`config.mk`:
```
export PLATFORM = sky130hd
export DESIGN_NAME = prio_enc_cascade
export DESIGN_NICKNAME = d
export VERILOG_FILES = /design/src/rtl/prio_enc_pkg.sv /design/src/rtl/prio_enc_stage.sv /design/src/rtl/prio_enc_merge.sv /design/src/rtl/prio_enc_cascade.sv
export SDC_FILE = /design/constraint.sdc
export NUM_CORES = 1
export LEC_CHECK = 0
export ABC_AREA = 1
export CORE_AREA = 2 2 39 41
export DETAILED_ROUTE_END_ITERATION = 8
export DIE_AREA = 0 0 41 43
export DONT_BUFFER_PORTS = 1
export GPL_TIMING_DRIVEN = 0
export PLACE_DENSITY = 0.3
export SYNTH_ARGS = -nofsm -noshare
export SYNTH_HDL_FRONTEND = slang
export SYNTH_SLANG_ARGS = --single-unit
```
`constraint.sdc`:
```
create_clock -name vclk -period 0.8
set_clock_uncertainty 0.1 [all_clocks]
set_input_delay 0.04 -clock vclk [all_inputs]
set_output_delay 0.04 -clock vclk [all_outputs]
set_load 0.03 [all_outputs]
```
`src/rtl/prio_enc_pkg.sv`:
```
package prio_enc_pkg;
  localparam int unsigned LANES_PER_STAGE = 8;
  localparam int unsigned STAGE_IDX_W     = $clog2(LANES_PER_STAGE);
endpackage

```
`src/rtl/prio_enc_stage.sv`:
```
module prio_enc_stage #(
  parameter int unsigned LANES = prio_enc_pkg::LANES_PER_STAGE,
  localparam int unsigned IDX_W = $clog2(LANES)
) (
  input  logic             en_ni,
  input  logic [LANES-1:0] req_ni,
  output logic [IDX_W-1:0] code_no,
  output logic             gs_no,
  output logic             eo_no
);
  logic             hit;
  logic [IDX_W-1:0] idx;

  // ascending scan: the last low line seen is the highest-numbered one
  always_comb begin
    hit = 1'b0;
    idx = '0;
    for (int i = 0; i < LANES; i++) begin
      if (!req_ni[i]) begin
        hit = 1'b1;
        idx = IDX_W'(i);
      end
    end
  end

  always_comb begin
    code_no = '1;
    gs_no   = 1'b1;
    eo_no   = 1'b1;
    if (!en_ni) begin
      code_no = ~idx;
      gs_no   = ~hit;
      eo_no   = hit;
    end
  end
endmodule

```
`src/rtl/prio_enc_merge.sv`:
```
module prio_enc_merge #(
  parameter int unsigned N_STAGES = 2,
  parameter int unsigned IDX_W    = 3,
  localparam int unsigned SEL_W   = $clog2(N_STAGES)
) (
  input  logic [N_STAGES*IDX_W-1:0] stage_code_ni,
  input  logic [N_STAGES-1:0]       stage_gs_ni,
  output logic [SEL_W+IDX_W-1:0]    code_no,
  output logic                      gs_no
);
  logic [IDX_W-1:0] low_code;
  logic [SEL_W-1:0] sel_n;

  // at most one stage is active, so ANDing the active-low codes picks it
  always_comb begin
    low_code = '1;
    for (int s = 0; s < N_STAGES; s++) low_code &= stage_code_ni[s*IDX_W +: IDX_W];
  end

  // upper bits: inverted index of the stage whose group select is low
  always_comb begin
    sel_n = '1;
    for (int s = 0; s < N_STAGES; s++) begin
      for (int b = 0; b < SEL_W; b++) begin
        if (((s >> b) & 1) == 1 && !stage_gs_ni[s]) sel_n[b] = 1'b0;
      end
    end
  end

  assign code_no = {sel_n, low_code};
  assign gs_no   = &stage_gs_ni;
endmodule

```
`src/rtl/prio_enc_cascade.sv`:
```
module prio_enc_cascade #(
  parameter int unsigned N_STAGES = 2,
  localparam int unsigned LANES   = prio_enc_pkg::LANES_PER_STAGE,
  localparam int unsigned IDX_W   = prio_enc_pkg::STAGE_IDX_W,
  localparam int unsigned N_REQ   = N_STAGES * LANES,
  localparam int unsigned CODE_W  = $clog2(N_REQ)
) (
  input  logic              en_ni,
  input  logic [N_REQ-1:0]  req_ni,
  output logic [CODE_W-1:0] code_no,
  output logic              gs_no,
  output logic              eo_no
);
  logic [N_STAGES:0]         chain_en_n;  // [N_STAGES] is the top enable
  logic [N_STAGES*IDX_W-1:0] stage_code_n;
  logic [N_STAGES-1:0]       stage_gs_n;

  assign chain_en_n[N_STAGES] = en_ni;

  for (genvar s = 0; s < N_STAGES; s++) begin : g_stage
    prio_enc_stage #(.LANES(LANES)) u_stage (
      .en_ni   (chain_en_n[s+1]),
      .req_ni  (req_ni[s*LANES +: LANES]),
      .code_no (stage_code_n[s*IDX_W +: IDX_W]),
      .gs_no   (stage_gs_n[s]),
      .eo_no   (chain_en_n[s])
    );
  end

  prio_enc_merge #(.N_STAGES(N_STAGES), .IDX_W(IDX_W)) u_merge (
    .stage_code_ni (stage_code_n),
    .stage_gs_ni   (stage_gs_n),
    .code_no       (code_no),
    .gs_no         (gs_no)
  );

  assign eo_no = chain_en_n[0];
endmodule

```
## After elaboration in Yosys (flattened, before gate mapping)

Cells that the tools add are included.

| cells by class | value |
|---|---|
| equal/unequal tests | 0 |
| mux-type cells | 37 |
| bitwise logic cells | 5 |
| shift operators | 0 |
| div/mod/pow operators | 0 |
| $lt $le $gt $ge | 0 |
| reduce and logical (&&, ||, !) cells | 1 |
| $add $sub $neg | 0 |
| multipliers | 0 |

Operator list:

| kind | number |
|---|---|
| two-way mux 3 bit | 10 |
| two-way mux 1 bit | 23 |
| two-way mux 2 bit | 4 |
| inverter 3 bit | 2 |
| bitwise AND 3 bit | 1 |
| inverter 1 bit | 2 |
| AND reduction 2 bit | 1 |

| word-level totals | value |
|---|---|
| ROM bits | 0 |
| memories kept | 0 |
| bits in writable memories | 0 |
| register bits after elaboration | 0 |
| output and inout port bits | 6 |
| bits in latches | 0 |

## Depth between registers and ports, before layout

Gate-level depths: netlist of run 1.

| logic depth | value |
|---|---|
| depth in word-level cells | 11 |
| depth in mapped cells | 10 |
| mapped depth without buffers | 10 |

## Cells and area by module

Synthesis of run 1 repeated with hierarchy kept, for this count alone.

| unflattened totals | value |
|---|---|
| cell total of the unflattened synthesis | 49 |
| area, all modules | 217.7 µm² |

By module, submodules not included:

| module | area each (µm²) | instances | cells each |
|---|---|---|---|
| prio_enc_stage | 90.1 | 2 | 20 |
| prio_enc_merge | 37.5 | 1 | 9 |

## Least setup slack after synthesis of run 1

OpenSTA, ideal clock, no wires.

| timing | value |
|---|---|
| kind | in2out |
| from | input req_ni[5] |
| to | output gs_no |
| stages | 5 |
| arrival time | 0.749 ns |
| path slack | -0.089 ns |
| cell sequence | nand2_1 nor2_1 inv_1 or2_1 o21ai_2 |

| between the ends | value |
|---|---|
| cells in the longest elaborated chain, start to end | 6 |

Ends and longest elaborated chain:

| what | line | RTL |
|---|---|---|
| start, declared | prio_enc_cascade.sv:9 | `input logic [N_REQ-1:0] req_ni,` |
| two-way mux 1 bit (3 in series) | prio_enc_stage.sv:19 | `if (!req_ni[i]) begin` |
| inverter 1 bit | prio_enc_stage.sv:32 | `gs_no = ~hit;` |
| two-way mux 1 bit | prio_enc_stage.sv:30 | `if (!en_ni) begin` |
| AND reduction 2 bit | prio_enc_merge.sv:31 | `assign gs_no = &stage_gs_ni;` |
| end, declared | prio_enc_cascade.sv:11 | `output logic gs_no,` |

Every way passes these cells.

## Final worst setup path of run 1

| timing | value |
|---|---|
| from | input req_ni[4] |
| to | output gs_no |

| between the ends | value |
|---|---|
| cells in the longest elaborated chain, start to end | 7 |

Ends and longest elaborated chain:

| what | line |
|---|---|
| two-way mux 1 bit (4 in series) | prio_enc_stage.sv:19 |
| inverter 1 bit | prio_enc_stage.sv:32 |
| two-way mux 1 bit | prio_enc_stage.sv:30 |
| AND reduction 2 bit | prio_enc_merge.sv:31 |

Every way passes these cells.

==> out/metrics.cfg, run 1 <==
[outcome]
status = finished, violations left
violations = negative setup slack

[placement]
placed_area_sq_um = 238
portBuffers = 0
hpwlAfterDp_um = 499
placedCellCount = 63
place_congestion = 0.563

[power]
leakagePower_nw = 0.206
p_per_area_nw_per_um2 = 371
ir_worst_vdd_uv = 110
finalPower_mw = 0.138

[die]
die_h_um = 43
dieArea_sq_um = 1760
io_pins = 23
rows = 14
core-area_sq_um = 1380
die_width_um = 41
initial_core_util = 0.148

[critical_path]
crit_start = req_ni[4]
crit_fanout = 2
endpoint_kind = output port
critPathLaunchType = primary input
worst-setup-path-type = in2out
cp.required_ns = 0.66
arrival_ns = 0.68

[global_route]
grt_overflow = 0
grt_first_pass_wirelength_um = 786
antenna_found_initial = 0
grt_usage = 0.0599
first_global_vias = 230
grt_start_max_net_pins = 6

[timing]
setup_violations = 1
finalSetupTns_ns = -0.0207
layout_setup_ws_ns = -0.0207
maxSlewHeadroom = 0.828
rsz0062_at_grt = yes
period_share = 1.03
worst_slew_pin_slew_ns = 0.257
maxSlewViolCount = 0
report.final.hold_viol_count = 0
fin_crit_ns = 0.821
maxClockFrequency_mhz = 1220

[finish]
drive_gt1_frac = 0.490
nFillCells = 172
clockBufferCount = 0
multi_input_area_sq_um = 288
final_nets = 70
regArea_sq_um = 0
seq_cells = 0
final_cells = 67
area_delta_synth_final_pct = 81.1
n_antenna_cell = 0
stdcell_area_sq_um = 372

[min_path]
worstHoldStart = en_ni
hold_depth = 2
min_to = eo_no
hold_class = in2out

[logic_synthesis]
synth_nets = 64
ys_warn_count = 0
synth_area_sq_um = 205
synth_cells = 47
seq_area_frac_synth = 0
ys_types = 12
avgSynthCellArea_sq_um = 4.37

[routing]
routed_wl_um = 584
wl_per_cell_um = 8.72
drcViolationCount = 0
drt-initial-drc-count = 0
via_per_inst = 4.27
ant_nets = 0
dr.pass1.iters = 1
num_vias = 286

[clocking]
ctsHoldBuffers = 0

[flow_run]
drv_cap = 0

-- report_power, final --
| group | switching, mW | internal [mW] |
|---|---|---|
| sequential | 0 | 0 |
| clock | 0 | 0 |
| combinational | 0.0837 | 0.0543 |
| total | 0.0837 | 0.0543 |
-- kinds of logic (layout without fill, tap and decap cells) --
logic type	Yosys count	count (layout)	share of synthesized area
and+or+nand+nor	35	35	0.713
buffers and inverters	8	12	0.165
AOI/OAI and AO/OA	4	4	0.122
-- Yosys cell counts --
library cell  number  area, sq um
nand2_1           28          105
inv_1              7         26.3
nor2_2             3         18.8
a21oi_1            1         5.00
a31oi_1            1         6.26
buf_4              1         7.51
nand2_2            1         6.26
nand4_1            1         6.26
nor2_1             1         3.75
o21ai_0            1         5.00
o21ai_2            1         8.76
or2_1              1         6.26
-- stage by stage --
step | worst slack [ns] | hold slack (ns) | util
6_report | -0.0207 | 0.107 | 0.269
3_3_place_gp | -0.104 | 0.153 | 0.172
3_5_place_dp | -0.0891 | 0.153 | 0.172
4_1_cts | -0.0819 | 0.101 | 0.230
5_1_grt | -0.0484 | 0.112 | 0.269
2_1_floorplan | -0.0415 | 0.147 | -
-- worst max-delay path: stages --
cell and delay [ns]:
nand2_8 0.04, nor2_4 0.09, inv_2 0.04, or2_4 0.23, o21ai_4 0.24
-- cell usage in the layout (no fill, tap or decap) --
cell     count
nand2_1     19
nand2_4      6
buf_4        5
nor2_4       4
inv_1        4
inv_2        3
nand2_8      2
nand2_2      2
a21oi_1      1
a31oi_1      1
o21ai_2      1
nand4_1      1
or2_4        1
o21ai_4      1
-- worst max-delay path by stage --
stage                     endpoint  slack [ns]
after floorplan              gs_no       -0.04
after global placement       gs_no       -0.10
after detailed placement     gs_no       -0.09
after CTS                    gs_no       -0.08
after global routing         gs_no       -0.05
final                        gs_no       -0.02
-- area by class of cell --
| type | instances | area share |
|---|---|---|
| multi-input combinational | 39 | 0.774 |
| timing repair buffer | 4 | 0.0808 |
| inverter | 7 | 0.0707 |
| tap | 16 | 0.0539 |
| buffer | 1 | 0.0202 |
-- what timing repair did --
item,4_1_cts,5_1_grt
resized for setup,16,11
pin swaps,9,11
endpoints found under the setup margin,4,4
setup buffers,3,1
-- layer usage --
metal / global-route usage / up-vias / routed length, um
met1: 0.0791 / 120 / 230
met3: 0 / 0 / 80
li1: - / 149 / -
met4: 0 / 0 / 0
met2: 0.109 / 17 / 272
met5: 0 / - / 0
No activity file was read; power rests on OpenSTA's default activity.
==> run 2, diff against run 1 <==
- CORE_AREA: 2 2 39 41 -> 8 8 45 47
- DIE_AREA: 0 0 41 43 -> 0 0 53 55
- SETUP_SLACK_MARGIN: default -> 0.5
==> out/metrics.cfg, run 2 (synthesis results as in run 1) <==
[outcome]
status = finished, violations left
violations = negative setup slack

[finish]
n_antenna_cell = 0  ; unchanged
area_delta_synth_final_pct = 123
seq_cells = 0  ; unchanged
finish.utilization = 0.331  ; +0.0624
drive_gt1_frac = 0.635  ; +0.144
clockBufferCount = 0  ; unchanged
final_nets = 71  ; +1.4%
layout_common_cells = nand2_1, nand2_2, nand2_8, nand2_4
regArea_sq_um = 0  ; unchanged
multi_input_area_sq_um = 339  ; +18%
nFillCells = 158  ; -8.1%
final_common_cell = nand2_1

[critical_path]
worst-path-buf-inv = 1  ; unchanged
crit_path_max_incr_delay_ns = 0.24  ; about the same
critPathLaunchType = primary input
slowest_stage = or2_4
critical-path-top-delay-family = simple AND/OR/NAND/NOR gates
arrival_ns = 0.69  ; about the same
crit_fanout = 2  ; unchanged
crit_chain = nand2_8 > nor2_4 > inv_2 > or2_4 > o21ai_4
endpoint_kind = output port
worst-setup-path-type = in2out
cp.required_ns = 0.66  ; about the same

[timing]
setup_violations = 1  ; unchanged
worst_slew_pin_slew_ns = 0.279  ; +0.0220 ns
rsz0062_at_grt = yes
maxClockFrequency_mhz = 1200  ; -1.5%
maxSlewHeadroom = 0.814  ; -0.0142
period_share = 1.04  ; +0.0153
maxSlewViolCount = 0  ; unchanged
fin_crit_ns = 0.833  ; +0.0123 ns
report.final.hold_viol_count = 0  ; unchanged
layout_setup_ws_ns = -0.0330  ; -0.0123 ns

[min_path]
hold_class = in2out
hold_depth = 3  ; +1
min_to = eo_no
worstHoldStart = en_ni

[routing]
drt-initial-drc-count = 0  ; unchanged
via_per_inst = 4.37  ; +2.3%
wl_per_cell_um = 12.2  ; +40%
num_vias = 297  ; +3.8%
drcViolationCount = 0  ; unchanged
ant_nets = 0  ; unchanged
dr.pass1.iters = 1  ; unchanged
routed_wl_um = 830  ; +42%

[die]
dieArea_sq_um = 2920  ; +65%
io_pins = 23  ; unchanged
rows = 14  ; unchanged
initial_core_util = 0.148  ; unchanged
die_h_um = 55  ; +28%
die_width_um = 53  ; +29%
core-area_sq_um = 1380  ; unchanged

[placement]
portBuffers = 0  ; unchanged
pre_cts_ws_ns = -0.0747  ; +0.0145 ns
place_congestion = 0.585  ; +3.9%
hpwlAfterDp_um = 760  ; +53%

[global_route]
antenna_found_initial = 0  ; unchanged
grt_first_pass_wirelength_um = 1350  ; +72%
grt_overflow = 0  ; unchanged
grt_start_max_net_pins = 6  ; unchanged
first_global_vias = 320  ; +39%
grt_usage = 0.0578  ; -0.00217

[clocking]
ctsHoldBuffers = 0  ; unchanged

[power]
swShare = 0.565  ; -0.0416
ir_worst_vdd_uv = 98.0  ; -11%
p_sw_mw = 0.0912  ; +8.9%
leakagePower_nw = 0.201  ; -2.1%
clock_power_share = 0  ; unchanged
pwr-share-comb = 1.000  ; about the same
p_per_area_nw_per_um2 = 352  ; -5.1%
pwr-share-seq = 0  ; unchanged
p_int_mw = 0.0702  ; +29%

[flow_run]
drv_cap = 0  ; unchanged

## run 2: cell count changes in the layout (fill, tap and decap cells not counted)
cell / before / now
nand2_1: 19 / 13
nand2_8: 2 / 5
nand2_2: 2 / 6
inv_1: 4 / 3
clkinv_8: 0 / 1
nand2_4: 6 / 5
buf_4: 5 / 2
buf_6: 0 / 4
## run 2: layout make-up
cell class,instances,area share
Buffer,1,0.0246
Inverter,7,0.0847
Multi-Input combinational cell,39,0.740
Tap cell,16,0.0437
Timing Repair Buffer,5,0.107
## run 2: power by group through the flow
stage                     clock network [mW]  registers, mW  logic [mW]
after floorplan                            0              0       0.121
after global placement                     0              0       0.133
after detailed placement                   0              0       0.135
after CTS                                  0              0       0.153
after global routing                       0              0       0.177
final                                      0              0       0.161
## run 2: stage by stage
step           power, mW  cell area, sq um  hold slack (ns)  instances  TNS [ns]
6_report           0.161               458            0.188         68   -0.0330
5_1_grt            0.177               458            0.203         68   -0.0996
4_1_cts            0.153               413            0.209         67   -0.0452
3_5_place_dp       0.135               330            0.152         63   -0.0991
3_3_place_gp       0.133               330            0.152         63   -0.0789
2_1_floorplan      0.121               310            0.140         47   -0.0196
## run 2: repair_timing
item / CTS / global route
buffers inserted: 4 / 1
setup endpoints to repair: 6 / 6
pin swaps: 10 / 11
resized for setup: 14 / 10
## run 2: worst max-delay path by stage
stage	depth (start not counted)	start	endpoint
global placement	5	req_ni[5]	gs_no
detailed placement	5	req_ni[5]	gs_no
floorplan	5	req_ni[5]	gs_no
global route	5	req_ni[5]	gs_no
finish	5	req_ni[5]	gs_no
CTS	5	req_ni[5]	gs_no
## run 2: per-layer routing
layer	routed length (um)	global-route usage	vias up
met1	224	0.0543	136
met4	0	0	0
met5	0	0	-
li1	-	-	151
met2	497	0.125	10
met3	107	0.0160	0
==> run 3, diff against run 2 <==
- PLACE_DENSITY: 0.3 -> default
==> out/metrics.cfg, run 3 (synthesis results as in run 1) <==
[finish]
drive_gt1_frac = 0.648  ; +0.0135
regArea_sq_um = 0  ; unchanged
layout_common_cells = nand2_1, nand2_4, nand2_8
n_antenna_cell = 0  ; unchanged
seq_cells = 0  ; unchanged
stdcell_area_sq_um = 475  ; +3.8%
final_common_cell = nand2_1
clockBufferCount = 0  ; unchanged
final_nets = 73  ; +2.8%
multi_input_area_sq_um = 349  ; +3.0%
final_cells = 70  ; +2.9%
nFillCells = 155  ; -1.9%
area_delta_synth_final_pct = 132

[power]
p_per_area_nw_per_um2 = 351  ; -0.38%
ir_worst_vdd_uv = 125  ; +28%
leakagePower_nw = 0.209  ; +3.8%
finalPower_mw = 0.167  ; +3.4%

[placement]
pre_cts_ws_ns = -0.0722  ; +0.00246 ns
portBuffers = 0  ; unchanged
placedCellCount = 63  ; unchanged
hpwlAfterDp_um = 676  ; -11%
place_congestion = 0.615  ; +5.1%
placed_area_sq_um = 330  ; unchanged

[routing]
routed_wl_um = 807  ; -2.8%
drcViolationCount = 0  ; unchanged
dr.pass1.iters = 1  ; unchanged
drt-initial-drc-count = 0  ; unchanged
wl_per_cell_um = 11.5  ; -5.5%
ant_nets = 0  ; unchanged
num_vias = 297  ; unchanged
via_per_inst = 4.24  ; -2.9%

[timing]
maxSlewHeadroom = 0.773  ; -0.0404
maxClockFrequency_mhz = 1190  ; -0.78%
layout_setup_ws_ns = -0.0395  ; -0.00652 ns
rsz0062_at_grt = yes
holdWs_ns = 0.198  ; +0.0102 ns
period_share = 1.05  ; +0.00815
report.final.hold_viol_count = 0  ; unchanged
maxSlewViolCount = 0  ; unchanged
fin_crit_ns = 0.840  ; +0.00652 ns
worst_slew_pin_slew_ns = 0.340  ; +0.0605 ns
setup_violations = 1  ; unchanged

[min_path]
hold_class = in2out
min_to = code_no[0]
worstHoldStart = en_ni
hold_depth = 4  ; +1

[global_route]
first_global_vias = 308  ; -3.8%
grt_start_max_net_pins = 6  ; unchanged
grt_overflow = 0  ; unchanged
antenna_found_initial = 0  ; unchanged
grt_first_pass_wirelength_um = 1230  ; -9.2%
grt_usage = 0.0512  ; -0.00654

[critical_path]
slowest_stage = o21ai_4
crit_chain = nand2_8 > nor2_4 > inv_2 > or2_4 > o21ai_4
arrival_ns = 0.70  ; about the same
worst-setup-path-type = in2out
crit_fanout = 2  ; unchanged
cp.required_ns = 0.66  ; about the same
crit_start = req_ni[4]
crit_path_max_incr_delay_ns = 0.25  ; about the same
endpoint_kind = output port
critPathLaunchType = primary input

[die]
die_h_um = 55  ; unchanged
rows = 14  ; unchanged
io_pins = 23  ; unchanged
dieArea_sq_um = 2920  ; unchanged
core-area_sq_um = 1380  ; unchanged
die_width_um = 53  ; unchanged
initial_core_util = 0.148  ; unchanged

[outcome]
violations = negative setup slack
status = finished, violations left

[flow_run]
drv_cap = 0  ; unchanged

[clocking]
ctsHoldBuffers = 0  ; unchanged

run 3: cell count changes in the layout (fill, tap and decap cells not counted), sizes merged:
cell,before,now
buf,6,8
clkinv,1,0
inv,6,7
run 3: power breakdown:
group	internal, mW	total (mW)	switching [mW]
logic	0.0720	0.167	0.0950
clock network	0	0	0
registers	0	0	0
run 3: how the worst max path moves through the flow:
| stage | endpoint | slack (ns) | cells past startpoint |
|---|---|---|---|
| 6_report | gs_no | -0.04 | 5 |
| 2_1_floorplan | gs_no | -0.02 | 5 |
| 5_1_grt | gs_no | -0.07 | 5 |
| 3_3_place_gp | gs_no | -0.06 | 5 |
| 4_1_cts | gs_no | -0.05 | 5 |
| 3_5_place_dp | gs_no | -0.07 | 5 |
run 3: timing repair:
item | CTS | global route
setup buffers | 5 | 2
hold endpoints to repair | 0 | 0
pin swaps | 7 | 6
gates resized for setup | 10 | 14
setup endpoints to repair | 6 | 6
run 3: worst max-delay path: cells and delay by family:
kind | cells | cell delay [ns]
AOI/OAI and AO/OA | 1 | 0.25
buffers and inverters | 1 | 0.04
and+or+nand+nor | 3 | 0.37
run 3: per-layer routing:
layer,part of all wire,vias to the layer above,GRT usage
met5,0,-,0
met4,0,0,0
met3,0.15,0,0.0241
met2,0.50,14,0.0898
met1,0.35,126,0.0588
li1,-,157,-
run 3: final cells by class:
type | instances | area share
multi-input cells | 39 | 0.734
repair buffers | 7 | 0.134
plain buffers | 1 | 0.0237
well taps | 16 | 0.0421
inverters | 7 | 0.0658
run 3: metrics by stage:
stage                     TNS (ns)  utilization
after floorplan            -0.0196            -
after global placement     -0.0671        0.239
after detailed placement   -0.0865        0.239
after CTS                  -0.0499        0.300
after global routing       -0.0836        0.344
final                      -0.0395        0.344
